==> config.mk <==
export PLATFORM = sky130hd
export DESIGN_NAME = sync_strobe_ctrl
export DESIGN_NICKNAME = d
export VERILOG_FILES = /design/src/rtl/sync_ctrl_pkg.sv /design/src/rtl/sync_pin_edge.sv /design/src/rtl/sync_ctrl_seq.sv /design/src/rtl/sync_ctrl_dp.sv /design/src/rtl/sync_strobe_ctrl.sv
export SDC_FILE = /design/constraint.sdc
export NUM_CORES = 1
export LEC_CHECK = 0
export ABC_AREA = 1
export BUFFER_PORTS_ARGS = -buffer_cell sky130_fd_sc_hd__clkbuf_2
export CORE_AREA = 2 2 81 102
export CTS_CLUSTER_DIAMETER = 120
export DETAILED_ROUTE_END_ITERATION = 8
export DIE_AREA = 0 0 83 104
export PLACE_DENSITY = 0.78
export SYNTH_ARGS = -nofsm -noshare
export SYNTH_HDL_FRONTEND = slang
export SYNTH_SLANG_ARGS = --single-unit
==> constraint.sdc <==
create_clock -name clk -period 1.4 [get_ports clk]
set_clock_uncertainty 0.05 [all_clocks]
set_input_delay 0.07 -clock clk [delete_from_list [all_inputs] [get_ports clk]]
set_output_delay 0.07 -clock clk [all_outputs]
set_load 0.02 [all_outputs]
==> src/rtl/sync_ctrl_pkg.sv <==
package sync_ctrl_pkg;
  localparam int NUM_BLK = 6;
  localparam int BLK_DIV = 0;
  localparam int BLK_FIFO = 1;

  typedef struct packed {
    logic pwr;
    logic nco;
    logic qmc;
    logic ofs;
    logic fifo;
    logic div;
  } sync_strobe_t;

  typedef enum logic [1:0] {
    SEQ_IDLE = 2'd0,
    SEQ_FIFO = 2'd1,
    SEQ_REST = 2'd2
  } seq_state_e;

  localparam logic [NUM_BLK-1:0] MASK_DIV  = 6'b000001;
  localparam logic [NUM_BLK-1:0] MASK_FIFO = 6'b000010;
  localparam logic [NUM_BLK-1:0] MASK_REST = 6'b111100;
endpackage

==> src/rtl/sync_pin_edge.sv <==
module sync_pin_edge #(
  parameter int SYNC_STAGES = 2
) (
  input  logic clk,
  input  logic rstN,
  input  logic pinAsync,
  output logic edgePulse
);
  logic [SYNC_STAGES-1:0] syncChain;
  logic pinPrev;

  always_ff @(posedge clk or negedge rstN) begin
    if (!rstN) begin
      syncChain <= '0;
      pinPrev   <= 1'b0;
    end else begin
      syncChain <= {syncChain[SYNC_STAGES-2:0], pinAsync};
      pinPrev   <= syncChain[SYNC_STAGES-1];
    end
  end

  assign edgePulse = syncChain[SYNC_STAGES-1] & ~pinPrev;

  // a detected edge is a single-cycle pulse
  p_edge_pulse_r2: assert property (@(posedge clk) disable iff (!rstN)
    edgePulse |=> !edgePulse);
endmodule

==> src/rtl/sync_ctrl_seq.sv <==
module sync_ctrl_seq
  import sync_ctrl_pkg::*;
(
  input  logic               clk,
  input  logic               rstN,
  input  logic               pinEdge,
  input  logic               srcSw,
  input  logic               globalDis,
  input  logic               swTrig,
  input  logic [NUM_BLK-1:0] blkEn,
  input  logic [NUM_BLK-1:0] blkSwTrig,
  output sync_strobe_t       stb
);
  seq_state_e         seqState, seqNext;
  logic               swPrev;
  logic [NUM_BLK-1:0] blkPrev;
  logic [NUM_BLK-1:0] blkTrig;
  logic [NUM_BLK-1:0] stbVec, stbNext;
  logic               globalTrig;

  assign globalTrig = srcSw ? (swTrig & ~swPrev) : pinEdge;

  for (genvar b = 0; b < NUM_BLK; b++) begin : g_blk
    assign blkTrig[b] = blkEn[b] & (srcSw ? (blkSwTrig[b] & ~blkPrev[b]) : pinEdge);
  end

  always_comb begin
    stbNext = '0;
    seqNext = seqState;
    unique case (seqState)
      SEQ_IDLE: begin
        if (globalDis) begin
          stbNext = blkTrig;
        end else if (globalTrig) begin
          stbNext = MASK_DIV;
          seqNext = SEQ_FIFO;
        end
      end
      SEQ_FIFO: begin
        stbNext = MASK_FIFO;
        seqNext = SEQ_REST;
      end
      SEQ_REST: begin
        stbNext = MASK_REST;
        seqNext = SEQ_IDLE;
      end
      default: seqNext = SEQ_IDLE;
    endcase
  end

  always_ff @(posedge clk or negedge rstN) begin
    if (!rstN) begin
      seqState <= SEQ_IDLE;
      stbVec   <= '0;
      swPrev   <= 1'b0;
      blkPrev  <= '0;
    end else begin
      seqState <= seqNext;
      stbVec   <= stbNext;
      swPrev   <= swTrig;
      blkPrev  <= blkSwTrig;
    end
  end

  assign stb = sync_strobe_t'(stbVec);

  // divider strobe accompanies entry to the FIFO step
  p_div_first_r4: assert property (@(posedge clk) disable iff (!rstN)
    (seqState == SEQ_FIFO) |-> (stbVec == MASK_DIV));
  // FIFO strobe alone in the second step
  p_fifo_second_r4: assert property (@(posedge clk) disable iff (!rstN)
    (seqState == SEQ_REST) |-> (stbVec == MASK_FIFO));
  // remaining blocks together, then back to idle
  p_rest_last_r4: assert property (@(posedge clk) disable iff (!rstN)
    (seqState == SEQ_REST) |=> (stbVec == MASK_REST && seqState == SEQ_IDLE));
  // no new divider strobe while a sequence runs
  p_busy_drop_r5: assert property (@(posedge clk) disable iff (!rstN)
    (seqState != SEQ_IDLE) |=> !stb.div);
  // divider strobe never lasts two cycles
  p_div_pulse_r3: assert property (@(posedge clk) disable iff (!rstN)
    stb.div |=> !stb.div);
endmodule

==> src/rtl/sync_ctrl_dp.sv <==
module sync_ctrl_dp
  import sync_ctrl_pkg::*;
#(
  parameter int OFS_W      = 13,
  parameter int GAIN_W     = 12,
  parameter int PHASE_W    = 12,
  parameter int FIFO_DEPTH = 8,
  parameter int RD_START   = 4,
  localparam int PTR_W     = $clog2(FIFO_DEPTH)
) (
  input  logic               clk,
  input  logic               rstN,
  input  sync_strobe_t       stb,
  input  logic               ofsNeedSync,
  input  logic [OFS_W-1:0]   ofsCfgA,
  input  logic [OFS_W-1:0]   ofsCfgB,
  input  logic [GAIN_W-1:0]  gainCfg,
  input  logic [PHASE_W-1:0] phaseCfg,
  output logic [PTR_W-1:0]   wrPtr,
  output logic [PTR_W-1:0]   rdPtr,
  output logic [OFS_W-1:0]   ofsActA,
  output logic [OFS_W-1:0]   ofsActB,
  output logic [GAIN_W-1:0]  gainAct,
  output logic [PHASE_W-1:0] phaseAct
);
  localparam logic [PTR_W-1:0] PTR_LAST = PTR_W'(FIFO_DEPTH - 1);
  localparam logic [PTR_W-1:0] RD_RST   = PTR_W'(RD_START);

  function automatic logic [PTR_W-1:0] ptrInc(input logic [PTR_W-1:0] p);
    return (p == PTR_LAST) ? '0 : p + PTR_W'(1);
  endfunction

  always_ff @(posedge clk or negedge rstN) begin
    if (!rstN) begin
      wrPtr <= '0;
      rdPtr <= RD_RST;
    end else if (stb.fifo) begin
      wrPtr <= '0;
      rdPtr <= RD_RST;
    end else begin
      wrPtr <= ptrInc(wrPtr);
      rdPtr <= ptrInc(rdPtr);
    end
  end

  logic [OFS_W-1:0] ofsCfg [2];
  logic [OFS_W-1:0] ofsAct [2];
  logic             ofsLoad;
  assign ofsCfg[0] = ofsCfgA;
  assign ofsCfg[1] = ofsCfgB;
  assign ofsLoad   = !ofsNeedSync || stb.ofs;

  for (genvar c = 0; c < 2; c++) begin : g_ofs
    always_ff @(posedge clk or negedge rstN) begin
      if (!rstN) ofsAct[c] <= '0;
      else if (ofsLoad) ofsAct[c] <= ofsCfg[c];
    end
  end
  assign ofsActA = ofsAct[0];
  assign ofsActB = ofsAct[1];

  always_ff @(posedge clk or negedge rstN) begin
    if (!rstN) begin
      gainAct  <= '0;
      phaseAct <= '0;
    end else if (stb.qmc) begin
      gainAct  <= gainCfg;
      phaseAct <= phaseCfg;
    end
  end

  // pointers land on their reset offsets after a FIFO strobe
  p_fifo_reset_r7: assert property (@(posedge clk) disable iff (!rstN)
    stb.fifo |=> (wrPtr == '0 && rdPtr == RD_RST));
  // read leads write by a constant distance between syncs
  p_ptr_gap_r7: assert property (@(posedge clk) disable iff (!rstN)
    (rdPtr - wrPtr) == RD_RST);
  // offsets hold when sync is needed and no strobe arrives
  p_ofs_hold_r8: assert property (@(posedge clk) disable iff (!rstN)
    (ofsNeedSync && !stb.ofs) |=> $stable(ofsActA) && $stable(ofsActB));
  // gain/phase take the configured values on their strobe
  p_qmc_load_r9: assert property (@(posedge clk) disable iff (!rstN)
    stb.qmc |=> (gainAct == $past(gainCfg) && phaseAct == $past(phaseCfg)));
endmodule

==> src/rtl/sync_strobe_ctrl.sv <==
module sync_strobe_ctrl
  import sync_ctrl_pkg::*;
#(
  parameter int OFS_W      = 13,
  parameter int GAIN_W     = 12,
  parameter int PHASE_W    = 12,
  parameter int FIFO_DEPTH = 8,
  parameter int RD_START   = 4,
  localparam int PTR_W     = $clog2(FIFO_DEPTH)
) (
  input  logic               clk,
  input  logic               rstN,
  input  logic               syncPin,
  input  logic               txSrcSw,
  input  logic               txGlobalDis,
  input  logic               txSwTrig,
  input  logic [NUM_BLK-1:0] txBlkEn,
  input  logic [NUM_BLK-1:0] txBlkSwTrig,
  input  logic               rxSrcSw,
  input  logic               rxGlobalDis,
  input  logic               rxSwTrig,
  input  logic [NUM_BLK-1:0] rxBlkEn,
  input  logic [NUM_BLK-1:0] rxBlkSwTrig,
  input  logic               ofsNeedSync,
  input  logic [OFS_W-1:0]   ofsCfgA,
  input  logic [OFS_W-1:0]   ofsCfgB,
  input  logic [GAIN_W-1:0]  gainCfg,
  input  logic [PHASE_W-1:0] phaseCfg,
  output logic [NUM_BLK-1:0] txStrobe,
  output logic [NUM_BLK-1:0] rxStrobe,
  output logic [PTR_W-1:0]   wrPtr,
  output logic [PTR_W-1:0]   rdPtr,
  output logic [OFS_W-1:0]   ofsActA,
  output logic [OFS_W-1:0]   ofsActB,
  output logic [GAIN_W-1:0]  gainAct,
  output logic [PHASE_W-1:0] phaseAct
);
  logic         pinEdge;
  sync_strobe_t txStb, rxStb;

  sync_pin_edge #(.SYNC_STAGES(2)) i_pin (
    .clk(clk), .rstN(rstN), .pinAsync(syncPin), .edgePulse(pinEdge)
  );

  sync_ctrl_seq i_txSeq (
    .clk(clk), .rstN(rstN), .pinEdge(pinEdge), .srcSw(txSrcSw),
    .globalDis(txGlobalDis), .swTrig(txSwTrig), .blkEn(txBlkEn),
    .blkSwTrig(txBlkSwTrig), .stb(txStb)
  );

  sync_ctrl_seq i_rxSeq (
    .clk(clk), .rstN(rstN), .pinEdge(pinEdge), .srcSw(rxSrcSw),
    .globalDis(rxGlobalDis), .swTrig(rxSwTrig), .blkEn(rxBlkEn),
    .blkSwTrig(rxBlkSwTrig), .stb(rxStb)
  );

  sync_ctrl_dp #(
    .OFS_W(OFS_W), .GAIN_W(GAIN_W), .PHASE_W(PHASE_W),
    .FIFO_DEPTH(FIFO_DEPTH), .RD_START(RD_START)
  ) i_dp (
    .clk(clk), .rstN(rstN), .stb(txStb), .ofsNeedSync(ofsNeedSync),
    .ofsCfgA(ofsCfgA), .ofsCfgB(ofsCfgB), .gainCfg(gainCfg), .phaseCfg(phaseCfg),
    .wrPtr(wrPtr), .rdPtr(rdPtr), .ofsActA(ofsActA), .ofsActB(ofsActB),
    .gainAct(gainAct), .phaseAct(phaseAct)
  );

  assign txStrobe = txStb;
  assign rxStrobe = rxStb;
endmodule

## Yosys cells after proc, flatten, opt, wreduce, memory -nomap -nowiden

Index checks and enable logic that the tools add are counted.

- Register bits after elaboration: 89
- Bits in latches: 0
- Bits in writable memories: 0
- ROM bits: 0
- Input port bits: 84
- Output and inout bits: 68
- Memories kept: 0

- Add/subtract/negate cells: 2
- Multiply operators: 0
- Div/mod/pow operators: 0
- Magnitude comparators: 0
- Equal/unequal tests: 10
- Shifts and indexed selects: 0
- Muxes and demuxes: 30
- Bitwise operators: 42
- Reduce and logical (&&, ||, !) cells: 6

Operators with widths:

| cell | count |
|---|---|
| 6-bit case mux with 3 select lines | 2 |
| 1-bit AND | 27 |
| 1-bit 2-to-1 mux | 16 |
| 1-bit NOT | 15 |
| 3-bit 2-to-1 mux | 4 |
| 6-bit 2-to-1 mux | 2 |
| 2-bit 2-to-1 mux | 4 |
| 2-bit case mux with 2 select lines | 2 |
| 3-bit by 1-bit adder with 3-bit output, second input constant | 2 |
| 3-bit equality test, second input constant | 2 |
| 2-bit by 1-bit equality test with 1-bit output, second input constant | 2 |
| 2-bit equality test, second input constant | 2 |
| 2-bit logical NOT | 2 |
| 2-bit by 1-bit inequality test with 1-bit output, second input constant | 2 |
| 2-bit inequality test, second input constant | 2 |
| 2-bit AND reduction | 2 |
| 1-bit logical NOT | 1 |
| 1-bit logical OR | 1 |

## Depth between registers and ports, before layout

Gate-level depths: netlist of the first run.

- Depth in word-level cells: 6
- Gate-level depth with buffers: 6
- Gate-level depth less buffers: 5

## Cells and area by module

Synthesis of the first run repeated with hierarchy kept, for this count alone.

- Cell total of the unflattened synthesis: 366
- Area, all modules: 3627.2 um2

By module, submodules not included:

| module | instances | cells an instance | area an instance (um2) | sequential area each (um2) |
|---|---|---|---|---|
| sync_ctrl_dp | 1 | 233 | 2316.0 | 1402.6 |
| sync_ctrl_seq | 2 | 64 | 613.1 | 375.4 |
| sync_pin_edge | 1 | 5 | 85.1 | 75.1 |

## Worst setup path after synthesis of the first run

No wires, ideal clock.

- Path type: reg2reg
- Start point: reg i_dp.rdPtr[0]
- End point: reg i_dp.rdPtr[2]
- Library setup time: 84 ps
- Arrival time: 1180 ps
- Slack: 86 ps
- Cell stages (with the launch flop): 4
- Path buffers: 0
- Period minus slack after synthesis: 1314 ps
- Cells stage by stage: dfrtp_1 ha_1 ha_1 or2_2

- Longest elaborated chain between the ends: 3
- Elaborated cells on any way between the ends: 4
- Those cells by class: add/sub: 1; eq/ne: 1; mux: 2

RTL lines:

| element | line | source |
|---|---|---|
| from (decl) | sync_ctrl_dp.sv:20 | `output logic [PTR_W-1:0] rdPtr,` |
| from (signal assigned) | sync_ctrl_dp.sv:42 | `rdPtr <= ptrInc(rdPtr);` |
| 3-bit by 1-bit adder with 3-bit output / 3-bit equality test (equally long branches) | sync_ctrl_dp.sv:30 | `return (p == PTR_LAST) ? '0 : p + PTR_W'(1);` |
| 3-bit 2-to-1 mux * | sync_ctrl_dp.sv:30 |  |
| 3-bit 2-to-1 mux * | sync_ctrl_dp.sv:37 | `end else if (stb.fifo) begin` |

Every way passes the cells marked *; elsewhere a longest branch is shown, timed or not.
A chain may end at the register's enable or synchronous reset.

## Final worst setup path of the first run

- Start point: reg i_txSeq.stbVec[2], in the netlist i_txSeq.stb[2]
- End point: reg i_dp.ofsAct (netlist bit i_dp.ofsActB[8])

- Longest elaborated chain between the ends: 1

RTL lines:

| element | line | source |
|---|---|---|
| from (decl) | sync_ctrl_seq.sv:18 | `logic [NUM_BLK-1:0] stbVec, stbNext;` |
| from (signal assigned) | sync_ctrl_seq.sv:59 | `stbVec <= stbNext;` |
| 1-bit logical OR | sync_ctrl_dp.sv:51 | `assign ofsLoad = !ofsNeedSync \|\| stb.ofs;` |
| to (signal, indexed assignment) | sync_ctrl_dp.sv:56 | `else if (ofsLoad) ofsAct[c] <= ofsCfg[c];` |
| to (decl) | sync_ctrl_dp.sv:47 | `logic [OFS_W-1:0] ofsAct [2];` |

Every way passes these cells.

==> metrics.yaml, run 1 <==
die_x_um: 83
timing.final.setup_violations: 0
drt_first_pass_iters: 4
global_route_wire_length_before_repair_mm: 15.66
synth_top_area_share: 0.6270
flip_flop_and_latch_count_after_synthesis: 89
grt_setup_unrepaired: "false"
routed-wl-met3_um: 501
clockRootBuffer: "clkbuf_8"
drt_wl_total_mm: 9.549
dp_cells: 549
final_core_utilization: 0.6954
post_synth_inst_count: 310
cap_viol_max_count: 0
place.port_buffers: 151
worst-endpoint-required_ns: 1.60
die_h_um: 104
global_placer_s_final_weighted_congestion: 0.8024
hold_ws_ns: 0.04082
synth_seq_area_share: 0.6345
syn_area_per_cell_um2: 11.33
design_area_um2: 5356
cts.repair.resized: 0
finalNonFillerCells: 645
critPathArrivalTime_ns: 1.47
p_leak_nw: 2.988
timing_hold_violations_final: 0
drt-vias-per-instance: 4.757
hpwl_mm: 5.610
maxUsedRoutingLayer: "met4"
mappedNetlistArea_um2: 3512
initialDrtViolationCount: 151
yosys-top-cells-area: "dfrtp_1, nand2_1, mux2_4, nand3_1, inv_1"
number_of_flops_mapped_to_enable_cells_by_yosys: 0
fin_crit_ns: 1.270
synth_most_common_cell: "dfrtp_1"
drc: 0
tritoncts_num_sinks: 89
clock_tree_from_tritoncts: "done"
ff2ff_path_depth: 4
status: "finished clean"
numCtsBuffers: 9
critPathMaxFanout: 26
critical_path.reg2reg.startpoint: "i_txSeq.stb[2]"
critPathLaunchType: "flop"
worstMarginPinSlew_ns: 0.4596
wl_met2_mm: 5.121
grt_max_degree: 43
final_layout_setup_total_negative_slack_ns: 0
worst_r2r_endpoint: "i_dp.ofsActB[8]"
route.antenna.remaining_nets: 0
postSynth.asyncResetShare: 1.000
grt_overflow: 0
synth.lib_cells_used.distinct: 20
diodes: 0
clk_pin_slew_ns: 0.09
achievable-frequency_mhz: 787.7
synth-main-ff-cell: "dfrtp_1"
cts_htree_levels: 3
setup_ws_ns: 0.1305
layout.nets: 633
grt_antenna_before_repair: 0
ys_warn_count: 0
grt_usage: 0.2307
longest_clk_path_bufs: 2
vdd_ir_drop_max_v: 0.0008997
vias: 3068
slew_violations: 0
worstHoldPathType: "in -> async"
netlist_top_cells_count: "dfrtp_1, nand2_1, nand3_1, inv_1, mux2_4"
synth_nets: 398
dpl-instance-area_um2: 4348
area_growth_syn_to_layout_pct: 52.51
share_of_the_clock_period_used_by_the_worst_path_after_layout: 0.9068
first_global_vias: 3165
clkLatencyLatePin_ns: 0.35
io_pins: 152
relSlewSlack: 0.6925
coreArea_um2: 7702
design_power_total_mw: 7.209
synth_largest_area_cell: "dfrtp_1"
detail_route.wirelength.met1_mm: 3.620
die_area_um2: 8632
pre_cts_ws_ns: 0.1446
crit_path_end_kind: "flop"
floorplan.rows: 36
power_density_nw_per_um2: 1346
post_drt_wl_per_cell_um: 14.80
worst-setup-path-type: "reg -> reg"
drive_gt1_frac: 0.3636
start_util: 0.4560
r2r_slack_ns: 0.13
area by class of cell:
| type | instances | area, µm² |
|---|---|---|
| clock buffer | 14 | 172.7 |
| clock inverter | 2 | 35.03 |
| fill | 536 | 2346 |
| inverter | 30 | 112.6 |
| multi-input combinational | 179 | 1055 |
| sequential | 89 | 2228 |
| tap | 95 | 118.9 |
| timing repair buffer | 236 | 1634 |
critical path: stages, from the launching register on:
cell     delay [ns]
dfrtp_1        0.40
inv_2          0.15
nand2_2        0.31
nand2_1        0.17
nand2_1        0.08
logic make-up (layout without fill, tap and decap cells):
kind of cell | after synthesis | in the layout | share of synthesized area
adders and majority gates | 4 | 4 | 0.01425
buffers and inverters | 42 | 282 | 0.06519
DFF | 89 | 89 | 0.6345
muxes | 24 | 24 | 0.09833
and+or+nand+nor | 151 | 151 | 0.1877
how the worst max path moves through the flow:
stage,depth (start not counted),to,from,slack [ns]
floorplan,3,i_dp.rdPtr[2],i_dp.rdPtr[0],0.09
global placement,3,i_dp.rdPtr[2],i_dp.rdPtr[0],0.19
detailed placement,3,i_dp.rdPtr[2],i_dp.rdPtr[0],0.14
CTS,2,txStrobe[3],i_txSeq.stb[3],0.11
global route,4,i_dp.ofsActB[9],i_txSeq.stb[2],0.04
finish,4,i_dp.ofsActB[8],i_txSeq.stb[2],0.13
what timing repair did:
action	in CTS	in global routing
setup buffers	0	0
endpoints found under the hold margin	168	0
hold buffers	80	0
setup endpoints to repair	0	0
flip-flops by register name, summed over array words and instances, names as in the netlist:
| signal | count |
|---|---|
| i_txSeq.swPrev | 1 |
| i_dp.gainAct | 12 |
| i_pin.syncChain | 2 |
| i_txSeq.stb | 6 |
| i_rxSeq.swPrev | 1 |
| i_dp.phaseAct | 12 |
| i_rxSeq.stb | 6 |
| i_pin.pinPrev | 1 |
| i_dp.ofsActA | 13 |
| i_rxSeq.seqState | 2 |
| i_dp.ofsActB | 13 |
| i_dp.rdPtr | 3 |
| i_txSeq.seqState | 2 |
| i_txSeq.blkPrev | 6 |
| i_rxSeq.blkPrev | 6 |
| i_dp.wrPtr | 3 |
metal layers:
| metal | global-route usage | up-vias |
|---|---|---|
| li1 | - | 1453 |
| met1 | 0.2630 | 1440 |
| met2 | 0.4067 | 150 |
| met3 | 0.04444 | 25 |
| met4 | 0.1206 | 0 |
| met5 | 0 | - |
where the power goes:
group	switching, mW	internal, mW
clock network	0.857	0.971
logic	1.15	0.944
registers	0.267	3.02
total	2.28	4.93
placed cells by master, fill, tap and decap left out, drive strengths merged:
cell / n
clkbuf: 164
dfrtp: 88
nand2: 85
dlygate4sd3: 80
nand3: 52
inv: 30
mux2: 24
nor2: 9
buf: 6
ha: 4
nand3b: 2
nor3b: 1
or2: 1
nor3: 1
bufinv: 1
clkinv: 1
dfstp: 1
No activity file was read; power rests on OpenSTA's default activity.
==> run 2, diff against run 1 <==
==> constraint.sdc (replaced) <==
create_clock -name clk -period 1.29 [get_ports clk]
set_clock_uncertainty 0.05 [all_clocks]
set_input_delay 0.0645 -clock clk [delete_from_list [all_inputs] [get_ports clk]]
set_output_delay 0.0645 -clock clk [all_outputs]
set_load 0.02 [all_outputs]
==> run 2 against run 1 <==
Effect of this change:
- critical path depth is 1 lower
- via count is 2.0% higher
- die area stayed put
- largest cell class unchanged
- highest routed layer unchanged
- cell count is 0.62% higher
==> metrics.yaml, run 2 (synthesis results as in run 1) <==
drive_gt1_frac: 0.3700  # +0.006400
power_density_nw_per_um2: 1394  # +3.6%
sequential_cell_area_um2: 2231  # +0.11%
layout.cells.most_common: "clkbuf_2"
routed-wl-met3_um: 548  # +9.4%
first_global_vias: 3255  # +2.8%
clock_tree_from_tritoncts: "done"
drt_first_pass_iters: 4  # unchanged
die_area_um2: 8632  # unchanged
grt_usage: 0.2252  # -0.005440
critPathArrivalTime_ns: 1.48  # about the same
worst_r2r_endpoint: "i_dp.rdPtr[2]"
fill_cells: 544  # +1.5%
slew_violations: 0  # unchanged
relSlewSlack: 0.6870  # -0.005471
die_h_um: 104  # unchanged
worst-endpoint-required_ns: 1.51  # -0.09 ns
grt_antenna_before_repair: 0  # unchanged
grt_overflow: 0  # unchanged
crit_path_end_kind: "flop"
drc: 0  # unchanged
wl_met2_mm: 4.883  # -4.6%
layout.cells.most_common_list: "clkbuf_2, dfrtp_1, nand2_1"
worstPathCellList: "ha_1 > ha_1 > or2_2"
timing_hold_violations_final: 0  # unchanged
worstHoldPathType: "in -> reg"
vdd_ir_drop_max_v: 0.0009563  # +6.3%
detail_route.wirelength.met1_mm: 3.604  # -0.44%
initialDrtViolationCount: 126  # -17%
status: "finished clean"
critical_path.slowest_cell: "dfrtp_2"
layout.nets: 638  # +0.79%
route.antenna.remaining_nets: 0  # unchanged
fin_crit_ns: 1.257  # -0.01239 ns
hpwl_mm: 5.613  # about the same
critPathLaunchType: "flop"
diodes: 0  # unchanged
worstMarginPinSlew_ns: 0.4678  # +0.008177 ns
die_x_um: 83  # unchanged
maxUsedRoutingLayer: "met4"
hold-path-endpoint: "i_rxSeq.stb[0]"
final_layout_setup_total_negative_slack_ns: 0  # unchanged
r2r_slack_ns: 0.03  # -0.10 ns
area_growth_syn_to_layout_pct: 52.94
clk_pin_slew_ns: 0.08  # about the same
multiInputGateArea_um2: 1055  # unchanged
longest_clk_path_bufs: 2  # unchanged
clockRootBuffer: "clkbuf_8"
hold_path_depth: 5
path_buf_inv: 0  # -1
hold_ws_ns: 0.1123  # +0.07153 ns
grt_max_degree: 40  # -7.0%
crit_family: "adder cells"
ff2ff_path_depth: 3  # -1
start_util: 0.4560  # unchanged
critPathMaxFanout: 3  # -88%
grt_setup_unrepaired: "false"
coreArea_um2: 7702  # unchanged
p_leak_nw: 2.990  # about the same
worst_path_most_repeated_cell: "ha_1"
worst-setup-path-type: "reg -> reg"
drt_wl_total_mm: 9.459  # -0.94%
tritoncts_num_sinks: 89  # unchanged
clkLatencyLatePin_ns: 0.35  # about the same
vias: 3128  # +2.0%
cts_htree_levels: 3  # unchanged
cp-startpoint: "i_dp.rdPtr[0]"
critical_path.max_stage_delay_ns: 0.42  # +0.02 ns
cap_viol_max_count: 0  # unchanged
numCtsBuffers: 9  # unchanged
achievable-frequency_mhz: 795.5  # +0.99%
global_route_wire_length_before_repair_mm: 15.42  # -1.5%
post_drt_wl_per_cell_um: 14.57  # -1.6%
global_placer_s_final_weighted_congestion: 0.7830  # -2.4%
floorplan.rows: 36  # unchanged
critical_hold_path_startpoint: "rxSrcSw"
final_core_utilization: 0.6974  # +0.001949
timing.final.setup_violations: 0  # unchanged
critical_path.reg2reg.startpoint: "i_dp.rdPtr[0]"
share_of_the_clock_period_used_by_the_worst_path_after_layout: 0.9745  # +0.06772
place.port_buffers: 151  # unchanged
io_pins: 152  # unchanged
drt-vias-per-instance: 4.820  # +1.3%
run 2: cell types whose count changed in the layout (fill, tap and decap cells not counted), sizes merged:
cell         delta
buf             +3
bufinv          -1
clkinvlp        +1
dlygate4sd3     +1
clkinv          +1
clkbuf          -1
run 2: how the worst max path moves through the flow:
stage	end	slack, ns	depth (start not counted)
final	i_dp.rdPtr[2]	0.03	3
after global routing	i_dp.rdPtr[2]	0.003	3
after CTS	txStrobe[3]	0.004	2
after detailed placement	i_dp.rdPtr[2]	0.04	3
after global placement	i_dp.rdPtr[2]	0.05	3
after floorplan	i_dp.rdPtr[2]	0.0007	3
run 2: layout make-up:
class / count / area share
inverters: 30 / 0.02096
clock buffers: 12 / 0.02702
repair buffers: 241 / 0.3149
well taps: 95 / 0.02213
flip-flops and latches: 89 / 0.4153
multi-input cells: 179 / 0.1964
clock inverters: 3 / 0.003261
run 2: power by group:
part / leakage, nW / switching [mW] / total (mW) / internal (mW)
clock: 0.0822 / 0.911 / 1.65 / 0.738
sequential: 1.08 / 0.276 / 3.55 / 3.28
combinational: 1.83 / 1.25 / 2.29 / 1.04
run 2: stage by stage:
step,cell area (µm²),cells,total power [mW],setup WS (ns)
after floorplan,3513,310,4.860,0.0007271
after global placement,4364,551,5.600,0.04928
after detailed placement,4364,551,5.673,0.03859
after CTS,5338,647,7.522,0.003706
after global routing,5371,649,7.891,0.002948
final,5371,649,7.488,0.03286
run 2: worst register-to-register path: stages (launching register included):
cell and delay [ns]:
dfrtp_2 0.42, ha_1 0.20, ha_1 0.26, or2_2 0.27
run 2: per-layer routing:
metal | up-vias | global-route usage
met5 | - | 0
met4 | 0 | 0.1417
met3 | 34 | 0.05317
met2 | 138 | 0.3779
met1 | 1494 | 0.2570
li1 | 1462 | -
run 2: repair_timing:
action | 4_1_cts | 5_1_grt
hold endpoints to repair | 168 | 0
hold buffers | 81 | 0
resized for setup | 0 | 1
setup endpoints to repair | 0 | 1
buffers inserted | 0 | 1
==> run 3, diff against run 2 <==
--- a/config.mk
+++ b/config.mk
@@ -8,10 +8,10 @@
 export ABC_AREA = 1
 export BUFFER_PORTS_ARGS = -buffer_cell sky130_fd_sc_hd__clkbuf_2
 export CORE_AREA = 2 2 81 102
-export CTS_CLUSTER_DIAMETER = 120
+export CTS_CLUSTER_DIAMETER = 30
 export DETAILED_ROUTE_END_ITERATION = 8
 export DIE_AREA = 0 0 83 104
-export PLACE_DENSITY = 0.78
+export PLACE_DENSITY_LB_ADDON = 0.08
 export SYNTH_ARGS = -nofsm -noshare
 export SYNTH_HDL_FRONTEND = slang
 export SYNTH_SLANG_ARGS = --single-unit
==> run 3 against run 2 <==
Effect of this change:
- non-clock buffer count down 1
- final area increased by 0.84%
- combinational power is essentially flat
- global-route usage down 1.5 points
- clock power up 19%
- sequential power about the same
- register-to-register slack about the same
- first-iteration DRC count down 4.8%
- largest cell class unchanged
- core utilization increased by 0.58 points
- sequential cell count did not move
==> metrics.yaml, run 3 (synthesis results as in run 1) <==
status: "finished clean"
layout.cells.most_common: "clkbuf_2"
relative_contribution_of_the_clock_network_to_total_power: 0.252  # +0.032
critical_path.max_stage_delay_ns: 0.42  # about the same
final_core_utilization: 0.7032  # +0.005848
power.combinational.fraction: 0.293  # -0.012
pre_cts_ws_ns: 0.02473  # -0.01386 ns
initialDrtViolationCount: 120  # -4.8%
worstPathCellList: "ha_2 > ha_1 > or2_2"
grt_usage: 0.2102  # -0.01502
coreArea_um2: 7702  # unchanged
groute.layer.met2.usage: 0.3641  # -0.01382
floorplan.rows: 36  # unchanged
timing.final.setup_violations: 0  # unchanged
fin_crit_ns: 1.249  # -0.008508 ns
clkLatencyLatePin_ns: 0.35  # about the same
critical_path.slowest_cell: "dfrtp_2"
worst-endpoint-required_ns: 1.52  # about the same
die_x_um: 83  # unchanged
finalNonFillerCells: 649  # unchanged
start_util: 0.4560  # unchanged
area_growth_syn_to_layout_pct: 54.22
slew_violations: 0  # unchanged
p_sw_frac: 0.3107  # -0.01411
dp_cells: 552  # +0.18%
hpwl_mm: 5.556  # -1.0%
first_global_vias: 3106  # -4.6%
setup_ws_ns: 0.04137  # +0.008508 ns
post_drt_wl_per_cell_um: 13.38  # -8.2%
seqPwrFrac: 0.455  # -0.020
timing_hold_violations_final: 0  # unchanged
grt_max_degree: 39  # -2.5%
cap_viol_max_count: 0  # unchanged
place.port_buffers: 151  # unchanged
drt_first_pass_iters: 4  # unchanged
achievable-frequency_mhz: 800.9  # +0.68%
power.net_switching_mw: 2.422  # -0.40%
io_pins: 152  # unchanged
design_area_um2: 5416  # +0.84%
layout.nets: 637  # -0.16%
clockRootBuffer: "clkbuf_8"
diodes: 0  # unchanged
vias: 3000  # -4.1%
p_leak_nw: 3.011  # +0.69%
crit_path_end_kind: "flop"
design_power_total_mw: 7.797  # +4.1%
route.antenna.remaining_nets: 0  # unchanged
r2r_slack_ns: 0.04  # about the same
internal-power_mw: 5.375  # +6.3%
worstHoldPathType: "in -> async"
critPathArrivalTime_ns: 1.48  # about the same
longest_clk_path_bufs: 2  # unchanged
die_area_um2: 8632  # unchanged
drive_gt1_frac: 0.3736  # +0.003610
worstMarginPinSlew_ns: 0.2786  # -0.1892 ns
grt_use_met3: 0.03333  # -0.01984
critPathLaunchType: "flop"
cp-startpoint: "i_dp.rdPtr[0]"
clock_tree_from_tritoncts: "done"
die_h_um: 104  # unchanged
dpl-instance-area_um2: 4372  # +0.17%
most_crowded_layer_gr: "met2"
numCtsBuffers: 9  # unchanged
clk_pin_slew_ns: 0.08  # about the same
drt-vias-per-instance: 4.622  # -4.1%
ff2ff_path_depth: 3  # unchanged
layout.cells.most_common_list: "clkbuf_2, dfrtp_1, nand2_1"
worst-setup-path-type: "reg -> reg"
tritoncts_num_sinks: 89  # unchanged
crit_family: "adder cells"
global_route_wire_length_before_repair_mm: 14.65  # -5.0%
path_buf_inv: 0  # unchanged
grt_antenna_before_repair: 0  # unchanged
vdd_ir_drop_max_v: 0.0009601  # +0.40%
power_density_nw_per_um2: 1440  # +3.3%
cts_htree_levels: 3  # unchanged
global_placer_s_final_weighted_congestion: 0.7625  # -2.6%
critical_path.reg2reg.startpoint: "i_dp.rdPtr[0]"
worst_r2r_endpoint: "i_dp.rdPtr[2]"
met1_layer_usage_reported_by_global_route: 0.2550  # -0.001976
drc: 0  # unchanged
drt_wl_total_mm: 8.685  # -8.2%
grt_overflow: 0  # unchanged
relSlewSlack: 0.8141  # +0.1271
critPathMaxFanout: 3  # unchanged
share_of_the_clock_period_used_by_the_worst_path_after_layout: 0.9679  # -0.006595
[run 3: power by group through the flow]
| stage | logic, mW | registers, mW | clock network (mW) |
|---|---|---|---|
| final | 2.29 | 3.55 | 1.97 |
| after global routing | 2.48 | 3.60 | 2.13 |
| after CTS | 2.28 | 3.54 | 2.03 |
| after detailed placement | 2.08 | 3.59 | 0 |
| after global placement | 2.06 | 3.56 | 0 |
| after floorplan | 0.734 | 4.13 | 0 |
[run 3: repair_timing]
action	4_1_cts	5_1_grt
hold buffers	80	0
resized for setup	0	5
setup buffers	0	0
endpoints found under the setup margin	0	3
endpoints found under the hold margin	167	0
[run 3: worst max path at each step]
stage	endpoint	slack, ns	depth (start not counted)
after detailed placement	i_dp.rdPtr[2]	0.02	3
after global routing	txStrobe[3]	-0.0002	2
after global placement	i_dp.rdPtr[2]	0.05	3
after CTS	txStrobe[3]	0.005	2
final	i_dp.rdPtr[2]	0.04	3
after floorplan	i_dp.rdPtr[2]	0.0007	3
[run 3: through the flow]
step	hold slack, ns	setup TNS [ns]
finish	0.06273	0
global route	0.06550	-0.0001538
CTS	0.04736	0
detailed placement	-0.1087	0
global placement	-0.1102	0
floorplan	-0.2811	0
[run 3: cell type report]
cell class                 count  area (µm²)
fill                         567        2286
sequential                    89        2231
timing repair buffer         240        1684
clock inverter                 2       35.03
inverter                      30       112.6
multi-input combinational    179        1062
tap                           95       118.9
clock buffer                  14       172.7
[run 3: per-layer routing]
layer	part of all wire	wire length, µm
met5	0	0
met4	0.023	203
met3	0.048	419
met2	0.51	4450
met1	0.42	3611
